### config.mk
export PLATFORM = sky130hd
export DESIGN_NAME = gain_backoff_ctrl
export DESIGN_NICKNAME = d
export VERILOG_FILES = /design/src/rtl/gbc_pkg.sv /design/src/rtl/gbc_rise_det.sv /design/src/rtl/gbc_settle_timer.sv /design/src/rtl/gbc_gain_reg.sv /design/src/rtl/gain_backoff_ctrl.sv
export SDC_FILE = /design/constraint.sdc
export NUM_CORES = 1
export LEC_CHECK = 0
export BUFFER_PORTS_ARGS = -buffer_cell sky130_fd_sc_hd__buf_2
export CAP_MARGIN = 20
export CORE_MARGIN = 5
export CORE_UTILIZATION = 51
export CTS_CLUSTER_DIAMETER = 30
export DETAILED_ROUTE_END_ITERATION = 10
export PLACE_DENSITY = 0.88
export SETUP_SLACK_MARGIN = 0.05
export SLEW_MARGIN = 5
export SYNTH_ARGS = -nofsm -noshare
export SYNTH_HDL_FRONTEND = slang
export SYNTH_SLANG_ARGS = --single-unit
### constraint.sdc
create_clock -name clk -period 2.1 [get_ports clk]
set_input_delay 0.42 -clock clk [delete_from_list [all_inputs] [get_ports clk]]
set_output_delay 0.42 -clock clk [all_outputs]
set_load 0.03 [all_outputs]
### src/rtl/gbc_pkg.sv
package gbc_pkg;

    typedef enum logic [1:0] {
        ST_IDLE   = 2'd0,
        ST_SAMPLE = 2'd1,
        ST_SETTLE = 2'd2,
        ST_HOLD   = 2'd3
    } gbc_state_e;

    typedef struct packed {
        logic accept;
        logic saturated;
    } gbc_sample_t;

    typedef struct packed {
        logic restore_max;
        logic step_down;
        logic load_timer;
        logic done_set;
        logic floor_set;
    } gbc_ctrl_t;

    function automatic logic at_or_above(input logic [31:0] level, input logic [31:0] limit);
        return level >= limit;
    endfunction

endpackage

### src/rtl/gbc_rise_det.sv
module gbc_rise_det (
    input  logic clk,
    input  logic rst,
    input  logic level,
    output logic rise
);
    logic level_q;

    always_ff @(posedge clk) begin
        if (rst) level_q <= 1'b0;
        else     level_q <= level;
    end

    assign rise = level & ~level_q;
endmodule

### src/rtl/gbc_settle_timer.sv
module gbc_settle_timer #(
    parameter int W = 8
) (
    input  logic         clk,
    input  logic         rst,
    input  logic         load,
    input  logic [W-1:0] load_val,
    output logic         expired
);
    logic [W-1:0] remain;

    always_ff @(posedge clk) begin
        if (rst)                 remain <= '0;
        else if (load)           remain <= load_val;
        else if (remain != '0)   remain <= remain - 1'b1;
    end

    assign expired = (remain == '0);
endmodule

### src/rtl/gbc_gain_reg.sv
module gbc_gain_reg #(
    parameter int W = 3
) (
    input  logic         clk,
    input  logic         rst,
    input  logic         restore_max,
    input  logic         step_down,
    output logic [W-1:0] gain,
    output logic         at_floor
);
    localparam logic [W-1:0] GAIN_MAX = '1;

    always_ff @(posedge clk) begin
        if (rst)                          gain <= GAIN_MAX;
        else if (restore_max)             gain <= GAIN_MAX;
        else if (step_down && !at_floor)  gain <= gain - 1'b1;
    end

    assign at_floor = (gain == '0);
endmodule

### src/rtl/gain_backoff_ctrl.sv
module gain_backoff_ctrl
    import gbc_pkg::*;
#(
    parameter int RSSI_W   = 8,
    parameter int SETTLE_W = 8,
    parameter int GAIN_W   = 3
) (
    input  logic                clk,
    input  logic                rst,
    input  logic                rx_en,
    input  logic [RSSI_W-1:0]   rssi_data,
    input  logic                rssi_vld,
    input  logic [RSSI_W-1:0]   cfg_sat_thr,
    input  logic [SETTLE_W-1:0] cfg_settle,
    output logic [GAIN_W-1:0]   gain_code,
    output logic                search_done,
    output logic                floor_hit
);
    gbc_state_e  state_q, state_d;
    gbc_sample_t smp;
    gbc_ctrl_t   ctl;
    logic        start;
    logic        settled;
    logic        at_floor;

    gbc_rise_det u_rise (
        .clk   (clk),
        .rst   (rst),
        .level (rx_en),
        .rise  (start)
    );

    gbc_settle_timer #(.W(SETTLE_W)) u_timer (
        .clk      (clk),
        .rst      (rst),
        .load     (ctl.load_timer),
        .load_val (cfg_settle),
        .expired  (settled)
    );

    gbc_gain_reg #(.W(GAIN_W)) u_gain (
        .clk         (clk),
        .rst         (rst),
        .restore_max (ctl.restore_max),
        .step_down   (ctl.step_down),
        .gain        (gain_code),
        .at_floor    (at_floor)
    );

    always_comb begin
        smp.accept    = (state_q == ST_SAMPLE) && rssi_vld;
        smp.saturated = at_or_above(32'(rssi_data), 32'(cfg_sat_thr));
    end

    always_comb begin
        state_d = state_q;
        ctl     = '0;
        if (start) begin
            state_d         = ST_SAMPLE;
            ctl.restore_max = 1'b1;
        end else if (!rx_en) begin
            state_d = ST_IDLE;
        end else begin
            case (state_q)
                ST_SAMPLE: begin
                    if (smp.accept) begin
                        if (smp.saturated && !at_floor) begin
                            ctl.step_down  = 1'b1;
                            ctl.load_timer = 1'b1;
                            state_d        = ST_SETTLE;
                        end else begin
                            ctl.done_set  = 1'b1;
                            ctl.floor_set = smp.saturated;
                            state_d       = ST_HOLD;
                        end
                    end
                end
                ST_SETTLE: if (settled) state_d = ST_SAMPLE;
                default: state_d = state_q;
            endcase
        end
    end

    always_ff @(posedge clk) begin
        if (rst) begin
            state_q     <= ST_IDLE;
            search_done <= 1'b0;
            floor_hit   <= 1'b0;
        end else begin
            state_q     <= state_d;
            search_done <= ctl.done_set;
            if (ctl.restore_max)    floor_hit <= 1'b0;
            else if (ctl.floor_set) floor_hit <= 1'b1;
        end
    end
endmodule

=== Word-level counts from Yosys, hierarchy flattened ===
Cells that the tools add are included.

* Word-level logic and storage cells: 51
* Register bits: 16
* Bits of input ports: 28
* Output and inout port bits: 5

* Bitwise operators: 5
* Reductions and logical operators: 14
* Mux-type cells: 15
* Add/sub/neg operators: 2
* Magnitude comparators: 1
* Equality and inequality tests: 7

{| class="wikitable"
|+ Operator list
! cell !! count
|-
| $mux 4 || 4
|-
| $mux 8 || 2
|-
| $ge 8x8->1 || 1
|-
| $logic_not 8->1 || 1
|-
| $mux 2 || 4
|-
| $ne 4x4->1 const B || 2
|-
| $reduce_bool 8->1 || 1
|-
| $sub 8x1->8 const B || 1
|-
| $reduce_and 3->1 || 2
|-
| $reduce_or 5->1 || 1
|-
| $mux 1 || 4
|-
| $ne 2x2->1 const B || 2
|-
| $ne 4x1->1 const B || 1
|-
| $not 1->1 || 4
|-
| $pmux 2 s2 || 1
|-
| $reduce_bool 2->1 || 2
|-
| $logic_and 1x1->1 || 3
|-
| $logic_not 3->1 || 1
|-
| $reduce_or 3->1 || 1
|-
| $sub 3x1->3 const B || 1
|-
| $eq 2x1->1 const B || 1
|-
| $eq 2x2->1 const B || 1
|-
| $reduce_or 2->1 || 1
|-
| $and 1x1->1 || 1
|-
| $logic_not 1->1 || 1
|}

=== Logic depth before layout (Yosys ltp) ===
Gate-level depths: netlist of the first run.

* Word-level depth: 9
* Mapped depth: 8
* Depth with buffers taken out: 7

=== Hierarchy ===
A second synthesis of the first run with hierarchy kept.

* Cells, all modules: 130
* Area, all modules: 1,121.1 um^2

{| class="wikitable"
|+ By module, submodules not included
! module !! sequential area each (um^2) !! area each (um^2) !! times used !! cells each
|-
| gbc_settle_timer || 160.2 || 475.5 || 1 || 53
|-
| gain_backoff_ctrl || 80.1 || 449.2 || 1 || 58
|-
| gbc_gain_reg || 60.1 || 148.9 || 1 || 16
|-
| gbc_rise_det || 20.0 || 47.5 || 1 || 3
|}

=== Worst setup path after synthesis of the first run ===
Ideal clock, no wire load.

* Path type: input-to-reg
* Start point: input rssi_data[0]
* End point: register u_timer.remain[6]
* Path slack: 0.187 ns
* Library setup time: 0.079 ns
* Path buffers: 1
* Cell stages on the path: 8
* Data arrival time: 1.833 ns
* Required time: 2.021 ns
* Cells stage by stage: inv_1 > ha_1 > nand2b_4 > a2111oi_4 > o311a_4 > buf_6 > nor3_1 > a211oi_2

* Word-level cells in the longest chain between the ends: 8
* Elaborated cells between the ends (all ways): 9
* Classes of those cells: order compare (1); mux (6); reduce/logical (2)

{| class="wikitable"
|+ Ends and longest elaborated chain
! item !! RTL line !! RTL
|-
| start, declared || gain_backoff_ctrl.sv:11 || <nowiki>input logic [RSSI_W-1:0] rssi_data,</nowiki>
|-
| $ge 8x8->1 (*) || gbc_pkg.sv:24 || <nowiki>return level >= limit;</nowiki>
|-
| $logic_and 1x1->1 (*) || gain_backoff_ctrl.sv:67 || <nowiki>if (smp.saturated && !at_floor) begin</nowiki>
|-
| $mux 2 (*) || gain_backoff_ctrl.sv:67 ||
|-
| $mux 4 (*) || gain_backoff_ctrl.sv:66 || <nowiki>if (smp.accept) begin</nowiki>
|-
| $mux 4 (*) || gain_backoff_ctrl.sv:64 || <nowiki>case (state_q)</nowiki>
|-
| $mux 4 (*) || gain_backoff_ctrl.sv:61 || <nowiki>end else if (!rx_en) begin</nowiki>
|-
| $mux 4 (*) || gain_backoff_ctrl.sv:58 || <nowiki>if (start) begin</nowiki>
|-
| $mux 8 / $reduce_bool 2->1 (equally long branches) || n/a ||
|-
| end signal, assigned || gbc_settle_timer.sv:14 || <nowiki>else if (load) remain <= load_val;</nowiki>
|-
| end signal, assigned || gbc_settle_timer.sv:15 || <nowiki>else if (remain != '0) remain <= remain - 1'b1;</nowiki>
|-
| end, declared || gbc_settle_timer.sv:10 || <nowiki>logic [W-1:0] remain;</nowiki>
|}

Mark *: on every way between the ends. The rest lies on a longest branch, timed or not.
A chain may end at the register's enable or synchronous reset.

=== Final worst setup path of the first run ===
* Start point: register u_timer.remain[0]
* End point: register state_q[1]

* Word-level cells in the longest chain between the ends: 3

{| class="wikitable"
|+ Ends and longest elaborated chain
! item !! RTL line !! RTL
|-
| $logic_not 8->1 || gbc_settle_timer.sv:18 || <nowiki>assign expired = (remain == '0);</nowiki>
|-
| $ne 2x2->1 (no source line) || n/a ||
|-
| $reduce_and 3->1 (no source line) || n/a ||
|-
| end signal, assigned || gain_backoff_ctrl.sv:90 || <nowiki>state_q <= state_d;</nowiki>
|-
| end, declared || gain_backoff_ctrl.sv:19 || <nowiki>gbc_state_e state_q, state_d;</nowiki>
|}

Every way passes these cells.

==> metrics.csv, run 1 <==
stage;metric;value;unit
critical_path;reg2reg start;u_timer.remain[0];
routing;final wirelength;2606;um
sta;Tmin final;1789;ps
synth;Cells after Synth;136;
layout;Syn-to-layout area delta;18.74;%
sta;worst setup margin;311.5;ps
sta;Worst-Margin Slew;423.0;ps
critical_path;worst r2r path cells;7;
synth;Mean Syn Cell Area;8.492;um^2
cts;clock tree buffer depth;2;
synth;Yosys top cell by area;dfxtp_1;
critical_path;Reg2Reg Setup Slack;310;ps
routing;number of iterations in the first detailed-routing pass;4;
critical_path;Setup CP Type;register to register;
pwr;worst vdd ir;0.4945;mV
synth;Syn Nets;178;
layout;final cell count without fillers;198;
placed_design;Place WS;0.1297;ps
pwr;internal power;749.0;uW
critical_path;crit path max fanout;4;
critical_path;slowest stage cell on the critical path;dfxtp_1;
cts;post-CTS sizing;0;
hold_path;hold crit path type;input port to register;
layout;fin nets;213;
die;total core area;2191;um^2
die;Die ar.;3316;um^2
critical_path;startpoint types;register;
critical_path;FF-to-FF End;state_q[1];
placed_design;placed insts;194;
global_routing;vias in the first global route;1129;
cts;Clk pin slew, worst setup/hold paths;90;ps
sta;Final setup viols;0;
routing;Vias/cell;5.485;
placed_design;input/output buffers;32;
cts;# hold bufs at CTS;0;
pwr;Leak;0.6476;nW
job;number of max-cap violations;0;
layout;layout cells sized above 1;25.88;%
synth;post-synthesis cell type count;36;
global_routing;GRT Util Overall;16.72;%
critical_path;Worst EP required;2290;ps
global_routing;grt ovf;0;
die;die width;57.59;um
cts;post-CTS setup buffer count;0;
sta;Max Clock Skew;0.9067;ps
cts;later-pin clock latency in the skew report;290;ps
pwr;Net Sw Frac;39.36;%
sta;Tcrit/Tclk final;85.17;%
placed_design;HPWL after DPL;2200;um
cts;H-tree depth;1;
sta;f_max;559.1;MHz
global_routing;first-pass GRT wire length;4471;um
routing;1st-iter DRT viols;21;
critical_path;crit path to;state_q[1];
routing;residual DRC count;0;
critical_path;Worst Setup SP;u_timer.remain[0];
global_routing;initial antenna violation count;0;
sta;RSZ-0062 raised after global routing;false;
routing;Vias;1086;
cts;CTS buffer count;3;
pwr;Clk pwr share;16.5;%
layout;Seq. cell area;320.3;um^2
synth;main area contributors after synthesis;dfxtp_1 (28%), ha_1 (15%), inv_1 (6.2%);
pwr;combinational share of power;48.2;%
pwr;Cell Pwr Density;900.8;nW/um^2
placed_design;placed cell area;1335;um^2
sta;Final Hold Viols;0;
die;row count;17;
routing;Routed WL per cell;13.16;um
critical_path;crit-path most repeated cell;o21ai_0;
placed_design;routability congestion estimate;0.7878;
layout;most frequent cells in the layout;buf_2 (32), inv_1 (19), dfxtp_1 (16);
layout;Filler cells;195;
sta;slew margin rel.;71.80;%
die;initial core utilization;52.71;%
die;Die Y;57.59;um
routing;Post-DRT Antenna Nets;0;
layout;Final Instance Area;1371;um^2
cts;Root Buffer;clkbuf_4;
layout;ANT cells;0;
synth;mapped cell area;1155;um^2
synth;FF+latch count, synth;16;
critical_path;Critical Path Max Stage Delay;360;ps
pwr;Net Sw Power;486.2;uW
critical_path;Critical Path Sink Type;register;
synth;post-synth top area share;27.74;%
synth;register area share after synthesis;27.74;%
sta;max-slew violation count;0;
global_routing;largest net degree at the start of global routing;14;
cts;CTS tree;yes;
outcome;status;finished, final reports clean;
die;I/O pin count;33;
pwr;sequential power share;35.3;%
critical_path;arrival time worst endpoint;1980;ps
synth;Synth Warn #;0;
sta;Setup Total Neg Slack;0;ps
layout;multi-input gate area in the final layout;740.7;um^2
critical_path;crit-path cells;inv_1 -> ha_1 -> nor3b_1 -> nand2_1 -> o21ai_0 -> o21ai_0 -> and3_1;
layout;commonest non-fill, non-tap cell in the layout;buf_2;
cts;clk sinks;16;
[cells in the mapped netlist]
master and number:
clkbuf_1 1, o31ai_1 2, o211ai_1 3, o311a_4 1, nor2_1 7, o311ai_4 1
xnor2_1 2, nor3b_1 1, xor2_1 1, nor4_4 1, a211oi_2 1, nor4_1 1
nand2_1 7, buf_6 1, buf_4 1, nand2b_4 1, a31oi_1 3, nand3_1 9
mux2i_1 2, o21ai_0 8, o21a_1 1, nand4_1 2, nor2b_1 3, or2_2 1
a21o_1 1, dfxtp_1 16, nand3b_1 1, a211o_1 1, a211oi_1 3, and2_1 1
ha_1 14, nor3_1 6, inv_1 19, a21oi_1 11, and3_1 1, a2111oi_4 1
[metrics by stage]
step | power (mW) | hold slack, ps | util, %
3_5_place_dp | 1.032 | 488.5 | 60.94
6_report | 1.235 | 370.2 | 62.59
5_1_grt | 1.343 | 372.6 | 62.59
2_1_floorplan | 0.9017 | 487.1 | -
4_1_cts | 1.234 | 373.1 | 62.59
3_3_place_gp | 1.003 | 484.3 | 60.94
[metal layers]
| metal | part of all wire, % | GRT usage (%) |
|---|---|---|
| met4 | 0.31 | 5.298 |
| met3 | 4.7 | 3.846 |
| met2 | 55 | 32.58 |
| met5 | 0 | 0 |
| met1 | 40 | 17.21 |
[power groups by stage]
stage	clock [mW]	combinational [mW]	sequential, mW
finish	0.204	0.596	0.436
global route	0.225	0.673	0.445
CTS	0.204	0.594	0.435
detailed placement	0	0.589	0.444
global placement	0	0.565	0.438
floorplan	0	0.474	0.428
[flip-flops by register name (all words and copies together), names as in the netlist]
name and cells:
state_q 2, search_done 1, floor_hit 1, u_rise.level_q 1
u_timer.remain 8, u_gain.gain 3
[critical path: cells and delay by family, from the launching register on]
family / cells / cell delay [ps]
buffers and inverters: 1 / 110
flip-flops: 1 / 360
adder cells (fa/ha/maj): 1 / 200
AO/OA/AOI/OAI: 2 / 270
AND/OR/NAND/NOR: 3 / 750
[kinds of logic (layout without fill, tap and decap cells)]
group | Yosys count | in the layout | synth area share [%]
mux | 2 | 2 | 1.734
compound gates | 37 | 37 | 24.70
fa+ha+maj | 14 | 14 | 15.17
xor+xnor | 3 | 3 | 2.276
flops | 16 | 16 | 27.74
buf+inv | 22 | 56 | 8.126
simple gates | 42 | 42 | 20.26
[how the worst min path moves through the flow]
| stage | start | end | cells after the start |
|---|---|---|---|
| CTS | cfg_settle[3] | u_timer.remain[3] | 3 |
| finish | cfg_settle[3] | u_timer.remain[3] | 3 |
| global placement | floor_hit | floor_hit | 2 |
| detailed placement | floor_hit | floor_hit | 2 |
| floorplan | u_rise.level_q | state_q[1] | 1 |
| global route | cfg_settle[1] | u_timer.remain[1] | 3 |
[cell type report]
class	instances	area share, %
multi-input cells	98	54.01
repair buffers	33	12.23
flip-flops and latches	16	23.36
well taps	28	2.555
clock buffers	4	2.646
inverters	19	5.201
Note: power is estimated with default switching activity, not from simulation.
==> run 2, diff against run 1 <==
CORE_UTILIZATION = 46   (was 51)
PLACE_DENSITY = 0.84   (was 0.88)
clock period = 1.6 ns   (was 2.1 ns; I/O delays follow)
==> run 2 against run 1 <==
  * The run now ends with setup timing left
  * Hold slack worse by 89 ps
  * Critical path depth rose by 1
  * Final area increased by 32%
  * Count of clock-buffer cells in the layout did not move
  * Global-route usage up 2.7 points
  * Routed wire length grew 43%
  * Sequential power is 30% higher
  * Clock power up 14%
  * Sequential cell count unchanged
  * Sequential share of layout area decreased by 4.9 points
  * Largest power group unchanged
  * Highest routed layer unchanged
==> metrics.csv, run 2 (same netlist as run 1, synthesis figures left out) <==
stage;metric;value;unit;change
job;number of max-cap violations;0;;unchanged
cts;clock tree buffer depth;2;;unchanged
global_routing;GRT Util Overall;19.42;%;+2.7 points
sta;f_max;618.0;MHz;
global_routing;first-pass GRT wire length;5409;um;+21%
layout;fin nets;231;;+8.5%
die;Die Y;60.11;um;+4.4%
sta;Tcrit/Tclk final;101.1;%;
die;die width;60.11;um;+4.4%
placed_design;routability congestion estimate;0.8819;;+12%
critical_path;Setup CP Type;input port to register;;
die;Die ar.;3613;um^2;+8.9%
critical_path;crit path max fanout;3;;-1
global_routing;largest net degree at the start of global routing;12;;-2
sta;Final setup viols;1;;+1
critical_path;Worst EP required;1790;ps;-500 ps
cts;CTS buffer count;3;;unchanged
sta;Tmin final;1618;ps;
layout;ANT cells;0;;unchanged
routing;number of iterations in the first detailed-routing pass;4;;unchanged
layout;Syn-to-layout area delta;56.99;%;
sta;max-slew violation count;0;;unchanged
global_routing;vias in the first global route;1306;;+16%
routing;Post-DRT Antenna Nets;0;;unchanged
placed_design;placed insts;207;;+6.7%
layout;Biggest register;u_timer.remain;;
global_routing;initial antenna violation count;0;;unchanged
sta;worst setup margin;-18.11;ps;-329.6 ps
cts;clk sinks;16;;unchanged
routing;final wirelength;3735;um;+43%
placed_design;HPWL after DPL;2477;um;+13%
sta;Final Hold Viols;0;;unchanged
layout;biggest regs;u_timer.remain x8, u_gain.gain x3, state_q x2;;
critical_path;Critical Path Sink Type;register;;
critical_path;arrival time worst endpoint;1810;ps;-170 ps
layout;commonest non-fill, non-tap cell in the layout;buf_2;;
routing;residual DRC count;0;;unchanged
placed_design;input/output buffers;32;;unchanged
routing;Vias;1284;;+18%
hold_path;hold crit path type;input port to register;;
routing;Routed WL per cell;17.13;um;+30%
pwr;Leak;0.7714;nW;+19%
outcome;failing checks;setup timing;;
layout;final cell count without fillers;218;;+10%
pwr;worst vdd ir;0.9387;mV;+90%
cts;Root Buffer;clkbuf_4;;
global_routing;grt ovf;0;;unchanged
outcome;status;complete, but fails checks;;
routing;Vias/cell;5.890;;+7.4%
die;row count;18;;+1
cts;Clk pin slew, worst setup/hold paths;100;ps;about the same
die;I/O pin count;33;;unchanged
pwr;Cell Pwr Density;1175;nW/um^2;+30%
cts;H-tree depth;1;;unchanged
layout;most frequent cells in the layout;buf_2 (22), buf_4 (15), inv_1 (12);;
layout;layout cells sized above 1;52.13;%;+26 points
sta;slew margin rel.;65.60;%;-6.2 points
die;initial core utilization;47.48;%;-5.2 points
sta;Max Clock Skew;6.119;ps;+5.212 ps
cts;CTS tree;yes;;
die;total core area;2432;um^2;+11%
critical_path;startpoint types;input port;;
layout;max reg flops;8;;unchanged
routing;1st-iter DRT viols;36;;+71%
cts;later-pin clock latency in the skew report;290;ps;about the same
sta;WHS;281.1;ps;-89.10 ps
sta;Worst-Margin Slew;513.7;ps;+90.70 ps
sta;RSZ-0062 raised after global routing;true;;
[run 2: cell types whose count changed in the layout (fill, tap and decap cells not counted), sizes merged]
cell    previous run  this run
buf               33        49
clkinv             0         1
inv               19        18
o311a              1         2
or2                1         2
[run 2: power breakdown]
group / internal, mW / switching (mW) / leakage, nW
Clock: 0.0967 / 0.136 / 0.0150
Combinational: 0.664 / 0.666 / 0.624
Sequential: 0.481 / 0.0857 / 0.133
Total: 1.24 / 0.887 / 0.771
[run 2: final cells by class]
type                    instances  area, um^2
flip-flops and latches         16       335.3
inverters                      19       83.83
fillers                       165       619.3
multi-input cells             100       968.4
repair buffers                 49       361.6
clock buffers                   4       26.28
well taps                      30       37.54
[run 2: worst paths after layout]
| path | start | to | slack, ps | cells past startpoint |
|---|---|---|---|---|
| max | rssi_data[2] | floor_hit | -20 | 8 |
| min | cfg_settle[2] | u_timer.remain[2] | 280 | 3 |
| max reg2reg | state_q[0] | u_timer.remain[1] | 50 | 5 |
| min reg2reg | u_rise.level_q | state_q[1] | 520 | 1 |
[run 2: critical path: stages]
cell      delay, ps
buf_2           110
ha_1            300
o21a_1          180
nor2_1          340
o311ai_4        180
buf_4           190
a31oi_1         140
nor2b_1          60
[run 2: stage by stage]
| step | setup TNS [ps] | cell area (um^2) | utilization [%] | total power [mW] | setup slack (ps) |
|---|---|---|---|---|---|
| after floorplan | -503.4 | 1257 | - | 1.193 | -70.44 |
| after global placement | -2708 | 1523 | 62.60 | 1.481 | -226.8 |
| after detailed placement | -3043 | 1523 | 62.60 | 1.544 | -296.8 |
| after CTS | 0 | 1589 | 65.33 | 1.803 | 33.23 |
| after global routing | -376.8 | 1813 | 74.54 | 2.254 | -69.63 |
| final | -18.11 | 1813 | 74.54 | 2.130 | -18.11 |
[run 2: per-layer routing]
metal	wire length (um)	GRT usage, %	share of wire [%]
met5	0	0	0
met4	112	6.013	3.0
met3	156	3.024	4.2
met2	2049	38.73	55
met1	1417	20.10	38
[run 2: repair_timing]
action,CTS,global route
gates cloned,1,1
setup buffers,3,2
gates resized for setup,3,47
hold endpoints to repair,0,0
hold buffers,0,0
endpoints found under the setup margin,5,15
pin swaps,6,19
==> run 3, diff against run 2 <==
CORE_UTILIZATION = 28   (was 46)
PLACE_DENSITY = 0.59   (was 0.84)
==> run 3 against run 2 <==
  * The run now ends clean
  * Register-to-register slack about the same
  * Global-route usage down 8.3 points
  * Via count down 11%
  * Power down 11%
  * Non-clock buffer count down 4
  * Critical path type unchanged
==> metrics.csv, run 3 (same netlist as run 1, synthesis figures left out) <==
stage;metric;value;unit;change
outcome;status;finished, final reports clean;;
global_routing;largest net degree at the start of global routing;12;;unchanged
critical_path;Critical Path Max Stage Delay;420;ps;+80 ps
hold_path;hold crit path type;input port to register;;
layout;biggest regs;u_timer.remain x8, u_gain.gain x3, state_q x2;;
layout;commonest non-fill, non-tap cell in the layout;buf_2;;
die;Die Y;74.22;um;+23%
sta;RSZ-0062 raised after global routing;true;;
critical_path;Worst EP required;1730;ps;-60 ps
layout;Syn-to-layout area delta;50.16;%;
layout;fin nets;226;;-2.2%
sta;f_max;627.8;MHz;+1.6%
die;die width;74.22;um;+23%
routing;1st-iter DRT viols;72;;+100%
pwr;Cell Pwr Density;1090;nW/um^2;-7.2%
critical_path;Buf+Inv Stages, Crit Path;2;;unchanged
routing;Vias/cell;4.948;;-16%
critical_path;family with the most delay on the worst path;compound AO/OA/AOI/OAI gates;;
global_routing;grt ovf;0;;unchanged
routing;number of iterations in the first detailed-routing pass;4;;unchanged
cts;clock tree buffer depth;2;;unchanged
die;row count;23;;+5
cts;Root Buffer;clkbuf_8;;
cts;later-pin clock latency in the skew report;250;ps;-40 ps
die;total core area;4000;um^2;+64%
pwr;worst vdd ir;0.4273;mV;-54%
cts;# hold bufs at CTS;0;;unchanged
pwr;Leak;0.7330;nW;-5.0%
job;number of max-cap violations;0;;unchanged
die;I/O pin count;33;;unchanged
placed_design;placed cell area;1548;um^2;+1.6%
critical_path;arrival time worst endpoint;1720;ps;-90 ps
cts;Clk pin slew, worst setup/hold paths;60;ps;-40 ps
sta;Tcrit/Tclk final;99.55;%;-1.6 points
layout;ANT cells;0;;unchanged
layout;max reg flops;8;;unchanged
layout;layout cells sized above 1;46.15;%;-6.0 points
sta;Max Clock Skew;3.089;ps;-3.029 ps
die;Die ar.;5509;um^2;+52%
routing;residual DRC count;0;;unchanged
routing;final wirelength;2872;um;-23%
die;initial core utilization;28.87;%;-19 points
global_routing;vias in the first global route;1143;;-12%
critical_path;crit path max fanout;5;;+2
sta;Final setup viols;0;;-1
cts;H-tree depth;1;;unchanged
sta;Setup Total Neg Slack;0;ps;+18.11 ps
cts;clk sinks;16;;unchanged
placed_design;input/output buffers;32;;unchanged
placed_design;HPWL after DPL;2206;um;-11%
sta;Final Hold Viols;0;;unchanged
layout;Final Instance Area;1734;um^2;-4.3%
cts;CTS buffer count;3;;unchanged
routing;Post-DRT Antenna Nets;0;;unchanged
routing;Vias;1148;;-11%
critical_path;crit-path cells;buf_6 -> ha_4 -> nand2b_4 -> a2111oi_4 -> o311ai_4 -> buf_12 -> nand3_2 -> a21oi_1;;
critical_path;startpoint types;input port;;
sta;max-slew violation count;0;;unchanged
global_routing;first-pass GRT wire length;4857;um;-10%
global_routing;GRT Util Overall;11.11;%;-8.3 points
critical_path;Setup CP Type;input port to register;;
routing;Routed WL per cell;12.38;um;-28%
layout;most frequent cells in the layout;buf_2 (23), dfxtp_1 (14), inv_1 (13);;
cts;CTS tree;yes;;
sta;slew margin rel.;70.84;%;+5.2 points
global_routing;initial antenna violation count;0;;unchanged
sta;Tmin final;1593;ps;-25.33 ps
critical_path;slowest stage cell on the critical path;a2111oi_4;;
layout;Biggest register;u_timer.remain;;
sta;Worst-Margin Slew;435.4;ps;-78.29 ps
placed_design;routability congestion estimate;0.7660;;-13%
critical_path;Critical Path Sink Type;register;;
==> run 3: worst register-to-register path, cell delays in order (launching register included) <==
cell and delay (ps):
dfxtp_4 350, inv_2 50, ha_1 200, nor2b_1 140, or2_2 370, o21ai_0 260, a21oi_2 70
==> run 3: what timing repair did <==
action                     in CTS  in global routing
gates resized for setup        13                 13
pin swaps                       8                  4
hold endpoints to repair        0                  0
setup endpoints to repair      13                 15
cloned                          1                  0
buffers inserted                2                  1
==> run 3: final cells by class <==
type | count | area, um^2
fillers | 407 | 2266
multi-input cells | 99 | 892.1
flip-flops and latches | 16 | 327.8
repair buffers | 45 | 326.6
inverters | 19 | 83.83
well taps | 50 | 62.56
clock buffers | 3 | 41.29
==> run 3: where the power goes <==
part           internal, mW  switching (mW)  total [mW]
clock network         0.167           0.130       0.297
logic                 0.539           0.497        1.04
registers             0.478          0.0796       0.558
==> run 3: per-stage QoR <==
step / utilization [%] / total power, mW / hold slack, ps / setup slack, ps / instances
final: 43.35 / 1.891 / 329.7 / 7.219 / 232
after detailed placement: 38.69 / 1.511 / 499.3 / -302.2 / 227
after global routing: 43.35 / 2.068 / 323.5 / -61.60 / 232
after global placement: 38.69 / 1.509 / 508.9 / -251.2 / 227
after floorplan: - / 1.193 / 410.8 / -70.44 / 136
after CTS: 42.48 / 1.860 / 317.7 / 0.8631 / 233
==> run 3: metal layers <==
layer  wire length (um)  GRT usage [%]
met1               1278          14.00
met2               1408          18.80
met3                143          2.297
met4                 42          3.953
met5                  0              0
==> run 3: worst paths after layout <==
| check | from | end | slack (ps) | cells past startpoint |
|---|---|---|---|---|
| max | cfg_sat_thr[0] | u_timer.remain[0] | 7 | 8 |
| min | cfg_settle[0] | u_timer.remain[0] | 330 | 3 |
| max reg2reg | u_gain.gain[0] | u_timer.remain[1] | 40 | 6 |
| min reg2reg | u_rise.level_q | state_q[1] | 520 | 1 |
